<file path="src/rtl/mw_pkg.sv">
package mw_pkg;
  typedef enum logic [2:0] {
    S_IDLE,
    S_OPC,
    S_ADDR,
    S_RD,
    S_WR,
    S_SKIP
  } mw_state_e;

  localparam int        OP_BITS  = 2;
  localparam logic [1:0] OP_READ  = 2'b10;
  localparam logic [1:0] OP_WRITE = 2'b01;
endpackage

</file>
<file path="src/rtl/mw_decoder.sv">
// Command decoder: start bit, opcode, address, then a read shift-out or a write capture.
module mw_decoder
  import mw_pkg::*;
#(
  parameter int  WORD_W      = 16,
  parameter int  ADDR_W      = 8,
  parameter int  BUSY_CYCLES = 32,
  localparam int CW          = $clog2(WORD_W + 2),
  localparam int BW          = $clog2(BUSY_CYCLES + 1)
) (
  input  logic              clk,
  input  logic              rst,
  input  logic              sk_rise,
  input  logic              cs_lvl,
  input  logic              cs_fall,
  input  logic              di,
  input  logic [WORD_W-1:0] rd_word,
  output logic [ADDR_W-1:0] addr,
  output logic              wr_en,
  output logic [WORD_W-1:0] wr_data,
  output logic              dout,
  output logic              busy,
  output mw_state_e         state_o,
  output logic [CW-1:0]     cnt_o
);
  localparam logic [CW-1:0] OPC_LAST  = CW'(OP_BITS - 1);
  localparam logic [CW-1:0] ADDR_LAST = CW'(ADDR_W - 1);
  localparam logic [CW-1:0] DATA_FULL = CW'(WORD_W);
  localparam logic [CW-1:0] DATA_OVER = CW'(WORD_W + 1);

  mw_state_e         state;
  logic [CW-1:0]     cnt;
  logic [1:0]        opc;
  logic [ADDR_W-1:0] addr_r;
  logic [WORD_W-1:0] shreg;
  logic [BW-1:0]     busy_cnt;
  logic              we_r;
  logic              dout_r;

  always_ff @(posedge clk) begin
    if (rst) begin
      state    <= S_IDLE;
      cnt      <= '0;
      opc      <= '0;
      addr_r   <= '0;
      shreg    <= '0;
      busy_cnt <= '0;
      we_r     <= 1'b0;
      dout_r   <= 1'b1;
    end else begin
      we_r <= 1'b0;
      if (busy_cnt != '0) busy_cnt <= busy_cnt - 1'b1;
      if (cs_fall && state == S_WR && cnt == DATA_FULL) begin
        we_r     <= 1'b1;
        busy_cnt <= BW'(BUSY_CYCLES);
      end
      if (!cs_lvl) begin
        state  <= S_IDLE;
        cnt    <= '0;
        dout_r <= 1'b1;
      end else if (sk_rise) begin
        unique case (state)
          S_IDLE: begin
            if (di && busy_cnt == '0) begin
              state <= S_OPC;
              cnt   <= '0;
            end
          end
          S_OPC: begin
            opc <= {opc[0], di};
            if (cnt == OPC_LAST) begin
              cnt   <= '0;
              state <= S_ADDR;
            end else begin
              cnt <= cnt + 1'b1;
            end
          end
          S_ADDR: begin
            addr_r <= {addr_r[ADDR_W-2:0], di};
            if (cnt == ADDR_LAST) begin
              cnt    <= '0;
              dout_r <= 1'b0;
              if (opc == OP_READ)       state <= S_RD;
              else if (opc == OP_WRITE) state <= S_WR;
              else                      state <= S_SKIP;
            end else begin
              cnt <= cnt + 1'b1;
            end
          end
          S_RD: begin
            if (cnt == '0) begin
              dout_r <= rd_word[WORD_W-1];
              shreg  <= {rd_word[WORD_W-2:0], 1'b0};
              cnt    <= cnt + 1'b1;
            end else if (cnt < DATA_FULL) begin
              dout_r <= shreg[WORD_W-1];
              shreg  <= {shreg[WORD_W-2:0], 1'b0};
              cnt    <= cnt + 1'b1;
            end else begin
              dout_r <= 1'b1;
            end
          end
          S_WR: begin
            dout_r <= 1'b1;
            shreg  <= {shreg[WORD_W-2:0], di};
            if (cnt != DATA_OVER) cnt <= cnt + 1'b1;
          end
          default: dout_r <= 1'b1;
        endcase
      end
    end
  end

  assign addr    = addr_r;
  assign wr_en   = we_r;
  assign wr_data = shreg;
  assign dout    = dout_r;
  assign busy    = (busy_cnt != '0);
  assign state_o = state;
  assign cnt_o   = cnt;
endmodule

</file>
<file path="config.mk">
export PLATFORM = sky130hd
export DESIGN_NAME = mw_decoder
export DESIGN_NICKNAME = d
export VERILOG_FILES = /design/src/rtl/mw_pkg.sv /design/src/rtl/mw_decoder.sv
export SDC_FILE = /design/constraint.sdc
export NUM_CORES = 1
export LEC_CHECK = 0
export BUFFER_PORTS_ARGS = -buffer_cell sky130_fd_sc_hd__buf_4
export CORE_MARGIN = 2
export CORE_UTILIZATION = 52
export CTS_CLUSTER_SIZE = 28
export DETAILED_ROUTE_END_ITERATION = 8
export PLACE_DENSITY_LB_ADDON = 0.15
export SETUP_SLACK_MARGIN = 0.2
export SYNTH_ARGS = -nofsm -noshare
export SYNTH_HDL_FRONTEND = slang
export SYNTH_SLANG_ARGS = --single-unit
</file>
<file path="constraint.sdc">
create_clock -name clk -period 1.95 [get_ports clk]
set_input_delay 0 -clock clk [delete_from_list [all_inputs] [get_ports clk]]
set_output_delay 0 -clock clk [all_outputs]
set_load 0.01 [all_outputs]
</file>
Word-level counts from Yosys, hierarchy flattened
Index checks and enable logic that the tools add are counted.
{"block": "op_classes", "n_addsub": 2, "mul": 0, "div_mod_pow": 0, "magnitude_cmp": 1, "eq_ne": 15, "shifts": 0, "mux": 23, "bitwise": 2, "reduce_logical": 20}
{"op": "$mux W16", "n": 2}
{"op": "$pmux W16 S2", "n": 1}
{"op": "$mux W5", "n": 6}
{"op": "$pmux W5 S5", "n": 1}
{"op": "$mux W3", "n": 4}
{"op": "$mux W6", "n": 2}
{"op": "$reduce_and A5 Y1", "n": 2}
{"op": "$pmux W3 S3", "n": 1}
{"op": "$reduce_and A3 Y1", "n": 3}
{"op": "$eq A3 B2 Y1 const B", "n": 2}
{"op": "$logic_not A6 Y1", "n": 1}
{"op": "$ne A2 B2 Y1 const B", "n": 3}
{"op": "$reduce_bool A6 Y1", "n": 1}
{"op": "$reduce_or A2 Y1", "n": 3}
{"op": "$sub A6 B1 Y6 const B", "n": 1}
{"op": "$add A5 B1 Y5 const B", "n": 1}
{"op": "$eq A5 B1 Y1 const B", "n": 1}
{"op": "$eq A5 B3 Y1 const B", "n": 1}
{"op": "$eq A5 B5 Y1 const B", "n": 1}
{"op": "$logic_not A5 Y1", "n": 1}
{"op": "$lt A5 B5 Y1 const B", "n": 1}
{"op": "$mux W1", "n": 5}
{"op": "$ne A5 B5 Y1 const B", "n": 1}
{"op": "$reduce_bool A5 Y1", "n": 1}
{"op": "13 further kinds", "n": 17}
{"block": "totals", "register_bits": 42, "latch_bits": 0, "ramBits": 0, "mem_bits_ro": 0, "mem_count": 0}

Logic depth before layout (Yosys ltp)
Gate-level depths: netlist (run 1).
{"block": "depth", "word_depth": 5, "ltp_mapped": 8, "depth_no_buf": 6}

Worst setup path before layout (run 1)
No wires, ideal clock.
{"block": "synth_path", "path_kind": "register -> register", "startpoint": "register cnt[0], in the netlist cnt_o[0]", "endpoint": "register cnt[1], in the netlist cnt_o[1]", "setup_time_ns": 0.130, "arrival_time_ns": 1.547, "required_ns": 1.820, "slack_ns": 0.273, "path_stages_with_launch": 6, "cell_sequence": "dfxtp_1 -> ha_1 -> nor4bb_1 -> a21oi_1 -> o211ai_1 -> o32ai_1"}
{"block": "synth_between", "elab_chain_cells": 4, "elab_cells_between_ends": 15, "cone_classes": "1 x add/sub; 1 x order compare; 5 x eq/ne; 6 x mux; 2 x reduce/logical"}
{"element": "start: declaration", "line_no": "mw_decoder.sv:32", "rtl": "logic [CW-1:0] cnt;"}
{"element": "start signal: assignment", "line_no": "mw_decoder.sv:75", "rtl": "cnt <= cnt + 1'b1;"}
{"element": "start signal: assignment", "line_no": "mw_decoder.sv:87", "rtl": "cnt <= cnt + 1'b1;"}
{"element": "start signal: assignment", "line_no": "mw_decoder.sv:94", "rtl": "cnt <= cnt + 1'b1;"}
{"element": "$add A5 B1 Y5"}
{"element": "$mux W5", "line_no": "mw_decoder.sv:95", "rtl": "end else if (cnt < DATA_FULL) begin"}
{"element": "$mux W5", "line_no": "mw_decoder.sv:91", "rtl": "if (cnt == '0) begin"}
{"element": "$pmux W5 S5", "line_no": "mw_decoder.sv:62", "rtl": "unique case (state)"}
Several ways; a longest one is shown, not always the timed one. The select of a mux whose other input is x is not followed.
A chain may end at the register's enable or synchronous reset.

Final worst setup path (run 1)
Ends and elaborated chain as after synthesis.

==> qor.yml, run 1 <==
cells_and_area:
  syn2layout_area_growth_pct: 33.1
  drive_above_1_share_pct: 31.9
  final_core_util_pct: 71.0
  design_area_sq_um: 2820
  n_antenna_cell: 0
  final_common_cell: "buf_4"
  final_cell_mix: "buf_4, dfxtp_1, nor2_1, mux2i_1, a211oi_1"
  nets: 311
sta:
  rsz0062_at_grt: "false"
  period_share_pct: 88.3
  clock-skew-final_ns: 0.00649
  final_hold_viol_count: 0
  final_max_slew_viol_count: 0
  tns_ns: 0
  max_freq_mhz: 581
  setup_viol: 0
  worstMarginPinSlew_ns: 0.501
  period_minus_slack_ns: 1.72
  timing.max_slew.rel_slack_pct: 66.5
cts:
  cts_setup_buffers: 0
  cts_tree: "done"
  cts_buffers: 5
  cts.sinks: 42
  htreeDepth: 2
  clock_tree.root_cell: "clkbuf_8"
  clkTransAtPathRegs_ns: 0.08
  clk_latency_ns: 0.29
  clk_path_buf_depth: 2
grt:
  grt_pass1_wl_um: 7600
  antenna_found_initial: 0
  grt_max_degree: 32
  grt_pass1_vias: 1677
  grt_use_total_pct: 21.5
  gr-total-overflow: 0
critical_path:
  r2r_cells: 6
  critPathKind: "reg -> reg"
  cp_slowest_cell: "dfxtp_2"
  reg2reg_setup_slack_ns: 0.23
  worstPathCellList: "ha_2 -> nor4bb_2 -> buf_4 -> a21oi_1 -> o211ai_1 -> o32ai_1"
  r2r-start: "cnt_o[0]$_SDFFE_PP0P_"
  max_stage_delay_ns: 0.39
  arrival_ns: 1.89
  cp-start-kind: "flip-flop"
  cp.required_ns: 2.12
  crit_path_max_fanout: 6
  r2r-end: "cnt_o[1]$_SDFFE_PP0P_"
  end_kind: "flip-flop"
placed_design:
  dpl_cell_area_sq_um: 2590
  gp_congestion: 0.902
  hpwl_um: 3450
  port_buffers: 56
job:
  drv_cap: 0
die:
  start_util_pct: 53.4
  num_rows: 23
  die_w_um: 67.8
  chipHeight_um: 67.8
  core_area_sq_um: 3970
  die_area_sq_um: 4600
  ios: 57
detailed_routing:
  first_pass_iters: 4
  ant_nets: 0
  num_vias: 1884
  viasPerCell: 5.62
  drcViolationCount: 0
  drt_wl_total_um: 4820
  wl_per_cell_um: 14.4
  drt_iter0_drc: 67
synth:
  yosysWarnings: 0
  syn-num-nets: 254
  netlist_area_sq_um: 2120
  syn_avg_cell_area_sq_um: 9.34
  ys_seq_area_share_pct: 39.7
  ys_seq_elements: 42
  netlist_instances: 227
  synth_edf_count: 0
  async_flop_share_pct: 0
  synthDistinctLibCells: 49
  ys.flop_type: "dfxtp_1"
outcome:
  status: "complete, no violations"
power:
  power.density_nw_per_um2: 819
  leakagePower_nw: 1.07
  peakVddDrop_mv: 0.596
worst_hold_path:
  worstHoldPathCells: 3
  min_path_type: "in -> reg"
  hold_end: "opc[0]$_SDFFE_PP0P_"
  hp-start: "di"
cell usage after synthesis, drive strengths merged (3+ instances only):
cell | number | area share [%]
nand3 | 5 | 1.2
o21ai | 3 | 0.71
dfxtp | 42 | 40
mux2i | 25 | 12
or3 | 3 | 0.89
nor2b | 3 | 0.89
a21oi | 5 | 1.4
clkbuf | 6 | 1.1
buf | 9 | 3.1
o31a | 3 | 1.2
o211ai | 4 | 1.4
nand2b | 6 | 1.8
ha | 5 | 3.0
inv | 6 | 1.1
nor3b | 4 | 1.7
a211oi | 17 | 6.0
o32ai | 3 | 1.2
nor2 | 35 | 6.2
nand2 | 9 | 1.6
worst max-delay path, delay by kind of cell, from the launching register on:
family / cells / cell delay [ns]
buffers and inverters: 1 / 0.18
AND/OR/NAND/NOR: 1 / 0.32
AO/OA/AOI/OAI: 3 / 0.47
flip-flops: 1 / 0.39
adder cells (fa/ha/maj): 1 / 0.24
cells by family after synthesis:
family	share of synthesized area [%]
AOI/OAI and AO/OA	17.0
xor gates and xnor gates	1.65
adders and majority gates	2.95
buffers and inverters	5.19
DFF	39.7
muxes	12.3
and+or+nand+nor	21.2
layer usage:
| metal | routed length, um | global-route usage, % |
|---|---|---|
| met1 | 2240 | 28.9 |
| met2 | 2300 | 34.6 |
| met3 | 223 | 4.11 |
| met4 | 60 | 7.50 |
| met5 | 0 | 0 |
stage by stage:
step / instances / worst slack (ns) / hold WS [ns] / total power, mW
floorplan: 227 / 0.273 / 0.144 / 1.31
global placement: 326 / 0.146 / 0.244 / 1.44
detailed placement: 326 / 0.181 / 0.245 / 1.45
CTS: 335 / 0.202 / 0.000661 / 2.31
global route: 335 / 0.155 / 0.0211 / 2.44
finish: 335 / 0.229 / 0.00754 / 2.31
flip-flops by register name, summed over array words and instances (netlist names):
register  flops
wr_en         1
dout          1
busy_cnt      6
wr_data      16
state_o       3
addr          8
cnt_o         5
opc           2
worst max path at each step:
| stage | startpoint | endpoint |
|---|---|---|
| 2_1_floorplan | cnt_o[0]$_SDFFE_PP0P_ | cnt_o[1]$_SDFFE_PP0P_ |
| 3_3_place_gp | cnt_o[0]$_SDFFE_PP0P_ | cnt_o[1]$_SDFFE_PP0P_ |
| 3_5_place_dp | cnt_o[0]$_SDFFE_PP0P_ | cnt_o[1]$_SDFFE_PP0P_ |
| 4_1_cts | busy_cnt[0]$_SDFFE_PP0P_ | cnt_o[2]$_SDFFE_PP0P_ |
| 5_1_grt | cnt_o[0]$_SDFFE_PP0P_ | cnt_o[1]$_SDFFE_PP0P_ |
| 6_report | cnt_o[0]$_SDFFE_PP0P_ | cnt_o[1]$_SDFFE_PP0P_ |
power breakdown:
part / internal, mW / switching (mW)
clock: 0.546 / 0.297
combinational: 0.224 / 0.266
sequential: 0.917 / 0.0605
total: 1.69 / 0.624
cell type report:
class / count / area, sq um
clock buffers: 6 / 82.6
well taps: 50 / 62.6
repair buffers: 65 / 507
fillers: 339 / 1150
inverters: 6 / 22.5
flip-flops and latches: 42 / 845
multi-input cells: 164 / 1240
clock inverters: 2 / 60.1
timing repair:
item,4_1_cts,5_1_grt
endpoints found under the hold margin,4,0
pin swaps,0,3
endpoints found under the setup margin,4,26
cloned,0,0
gates resized for setup,2,14
hold buffers,1,0
Power figures use the tool's default switching activity.
==> inputs of run 2 (changes only) <==
--- a/config.mk
+++ b/config.mk
@@ -6,8 +6,10 @@
 export NUM_CORES = 1
 export LEC_CHECK = 0
 export BUFFER_PORTS_ARGS = -buffer_cell sky130_fd_sc_hd__buf_4
+export CELL_PAD_IN_SITES_DETAIL_PLACEMENT = 0
+export CELL_PAD_IN_SITES_GLOBAL_PLACEMENT = 1
 export CORE_MARGIN = 2
-export CORE_UTILIZATION = 52
+export CORE_UTILIZATION = 39
 export CTS_CLUSTER_SIZE = 28
 export DETAILED_ROUTE_END_ITERATION = 8
 export PLACE_DENSITY_LB_ADDON = 0.15
==> qor.yml, run 2 (synthesis gave the netlist of run 1 again) <==
sta:
  period_minus_slack_ns: 1.79
  period_share_pct: 91.6
  setup_viol: 0
  tns_ns: 0
  max_freq_mhz: 560
  clock-skew-final_ns: 0.00586
  final_hold_viol_count: 0
  timing.max_slew.rel_slack_pct: 65.3
  final_max_slew_viol_count: 0
  worstMarginPinSlew_ns: 0.520
  rsz0062_at_grt: "true"
die:
  ios: 57
  die_area_sq_um: 6040
  core_area_sq_um: 5170
  die_w_um: 77.7
  chipHeight_um: 77.7
  start_util_pct: 41.0
  num_rows: 26
placed_design:
  dpl_cell_area_sq_um: 2620
  port_buffers: 56
  gp_congestion: 0.764
  hpwl_um: 3590
  dp_cells: 345
grt:
  grt_pass1_wl_um: 8250
  gr-total-overflow: 0
  grt_max_degree: 34
  grt_use_total_pct: 17.0
  grt_pass1_vias: 1718
  antenna_found_initial: 0
cells_and_area:
  fin_cells: 355
  design_area_sq_um: 2820
  nets: 311
  final_common_cell: "buf_4"
  syn2layout_area_growth_pct: 33.2
  n_antenna_cell: 0
  final_core_util_pct: 54.6
  final_cell_mix: "buf_4, dfxtp_1, nor2_1, mux2i_1, a211oi_1"
  drive_above_1_share_pct: 30.9
  fillCellCount: 475
  largest_reg_flops: 16
cts:
  cts_tree: "done"
  clk_latency_ns: 0.29
  clkTransAtPathRegs_ns: 0.08
  cts.sinks: 42
  clock_tree.root_cell: "clkbuf_8"
  htreeDepth: 2
  clk_path_buf_depth: 2
  cts_buffers: 5
detailed_routing:
  num_vias: 1863
  first_pass_iters: 4
  viasPerCell: 5.25
  drt_wl_total_um: 5070
  drcViolationCount: 0
  wl_per_cell_um: 14.3
  drt_iter0_drc: 63
  ant_nets: 0
critical_path:
  end_kind: "flip-flop"
  worstPathCellList: "inv_1 -> ha_1 -> nor4bb_4 -> o32a_1 -> buf_4 -> a211oi_2 -> o32ai_2"
  cp-start-kind: "flip-flop"
  critPathTopFamily: "compound AO/OA/AOI/OAI gates"
  cp_slowest_cell: "o32a_1"
  max_stage_delay_ns: 0.39
  critPathKind: "reg -> reg"
  crit_path_max_fanout: 4
  arrival_ns: 1.96
  cp.required_ns: 2.13
  path_buf_inv: 2
job:
  drv_cap: 0
power:
  peakVddDrop_mv: 0.477
  power.density_nw_per_um2: 757
  leakagePower_nw: 1.06
  total_power_mw: 2.14
outcome:
  status: "complete, no violations"
worst_hold_path:
  min_path_type: "in -> reg"
==> run 2: changes by cell type in the layout (fill, tap and decap cells not counted), sizes merged <==
cell,previous run,this run
bufinv,2,1
clkbuf,6,7
==> run 2: per-stage QoR <==
step	setup slack [ns]	hold WS, ns
6_report	0.165	0.0245
2_1_floorplan	0.273	0.144
3_5_place_dp	0.213	0.295
3_3_place_gp	0.179	0.290
5_1_grt	0.0791	0.0223
4_1_cts	0.217	0.0228
==> run 2: layout make-up <==
type                    count  area [sq um]  share of cell area (%)
clock buffers               7          76.3                    2.70
multi-input cells         164          1240                    44.1
flip-flops and latches     42           847                    30.0
repair buffers             65           515                    18.3
inverters                   6          22.5                   0.798
well taps                  70          87.6                    3.10
clock inverters             1          30.0                    1.06
==> run 2: layer usage <==
metal	part of all wire (%)	up-vias	global-route usage [%]
li1	-	955	-
met1	48	840	23.5
met2	44	62	25.1
met3	7.2	6	5.00
met4	1.2	0	5.89
met5	0	-	0
==> run 2: where the power goes <==
part | internal (mW) | switching, mW
clock | 0.383 | 0.298
sequential | 0.916 | 0.0611
combinational | 0.221 | 0.258
total | 1.52 | 0.617
==> run 2: final timing paths <==
kind | cells after the start | slack, ns | end | from
setup / recovery | 7 | 0.16 | cnt_o[2]$_SDFFE_PP0P_ | cnt_o[1]$_SDFFE_PP0P_
hold / removal | 3 | 0.02 | wr_data[0]$_SDFFE_PP0P_ | cs_lvl
setup reg to reg | 7 | 0.16 | cnt_o[2]$_SDFFE_PP0P_ | cnt_o[1]$_SDFFE_PP0P_
hold reg to reg | 2 | 0.50 | wr_data[0]$_SDFFE_PP0P_ | wr_data[0]$_SDFFE_PP0P_
==> run 2: timing repair <==
item                                    CTS  global route
endpoints found under the setup margin    4            28
hold buffers                              1             0
resized for setup                         2            13
pin swaps                                 0             3
endpoints found under the hold margin     1             0
buffers inserted                          0             1
==> run 2: worst min-delay path: stages <==
cell	delay (ns)
buf_4	0.13
nand4_1	0.09
a21oi_1	0.06
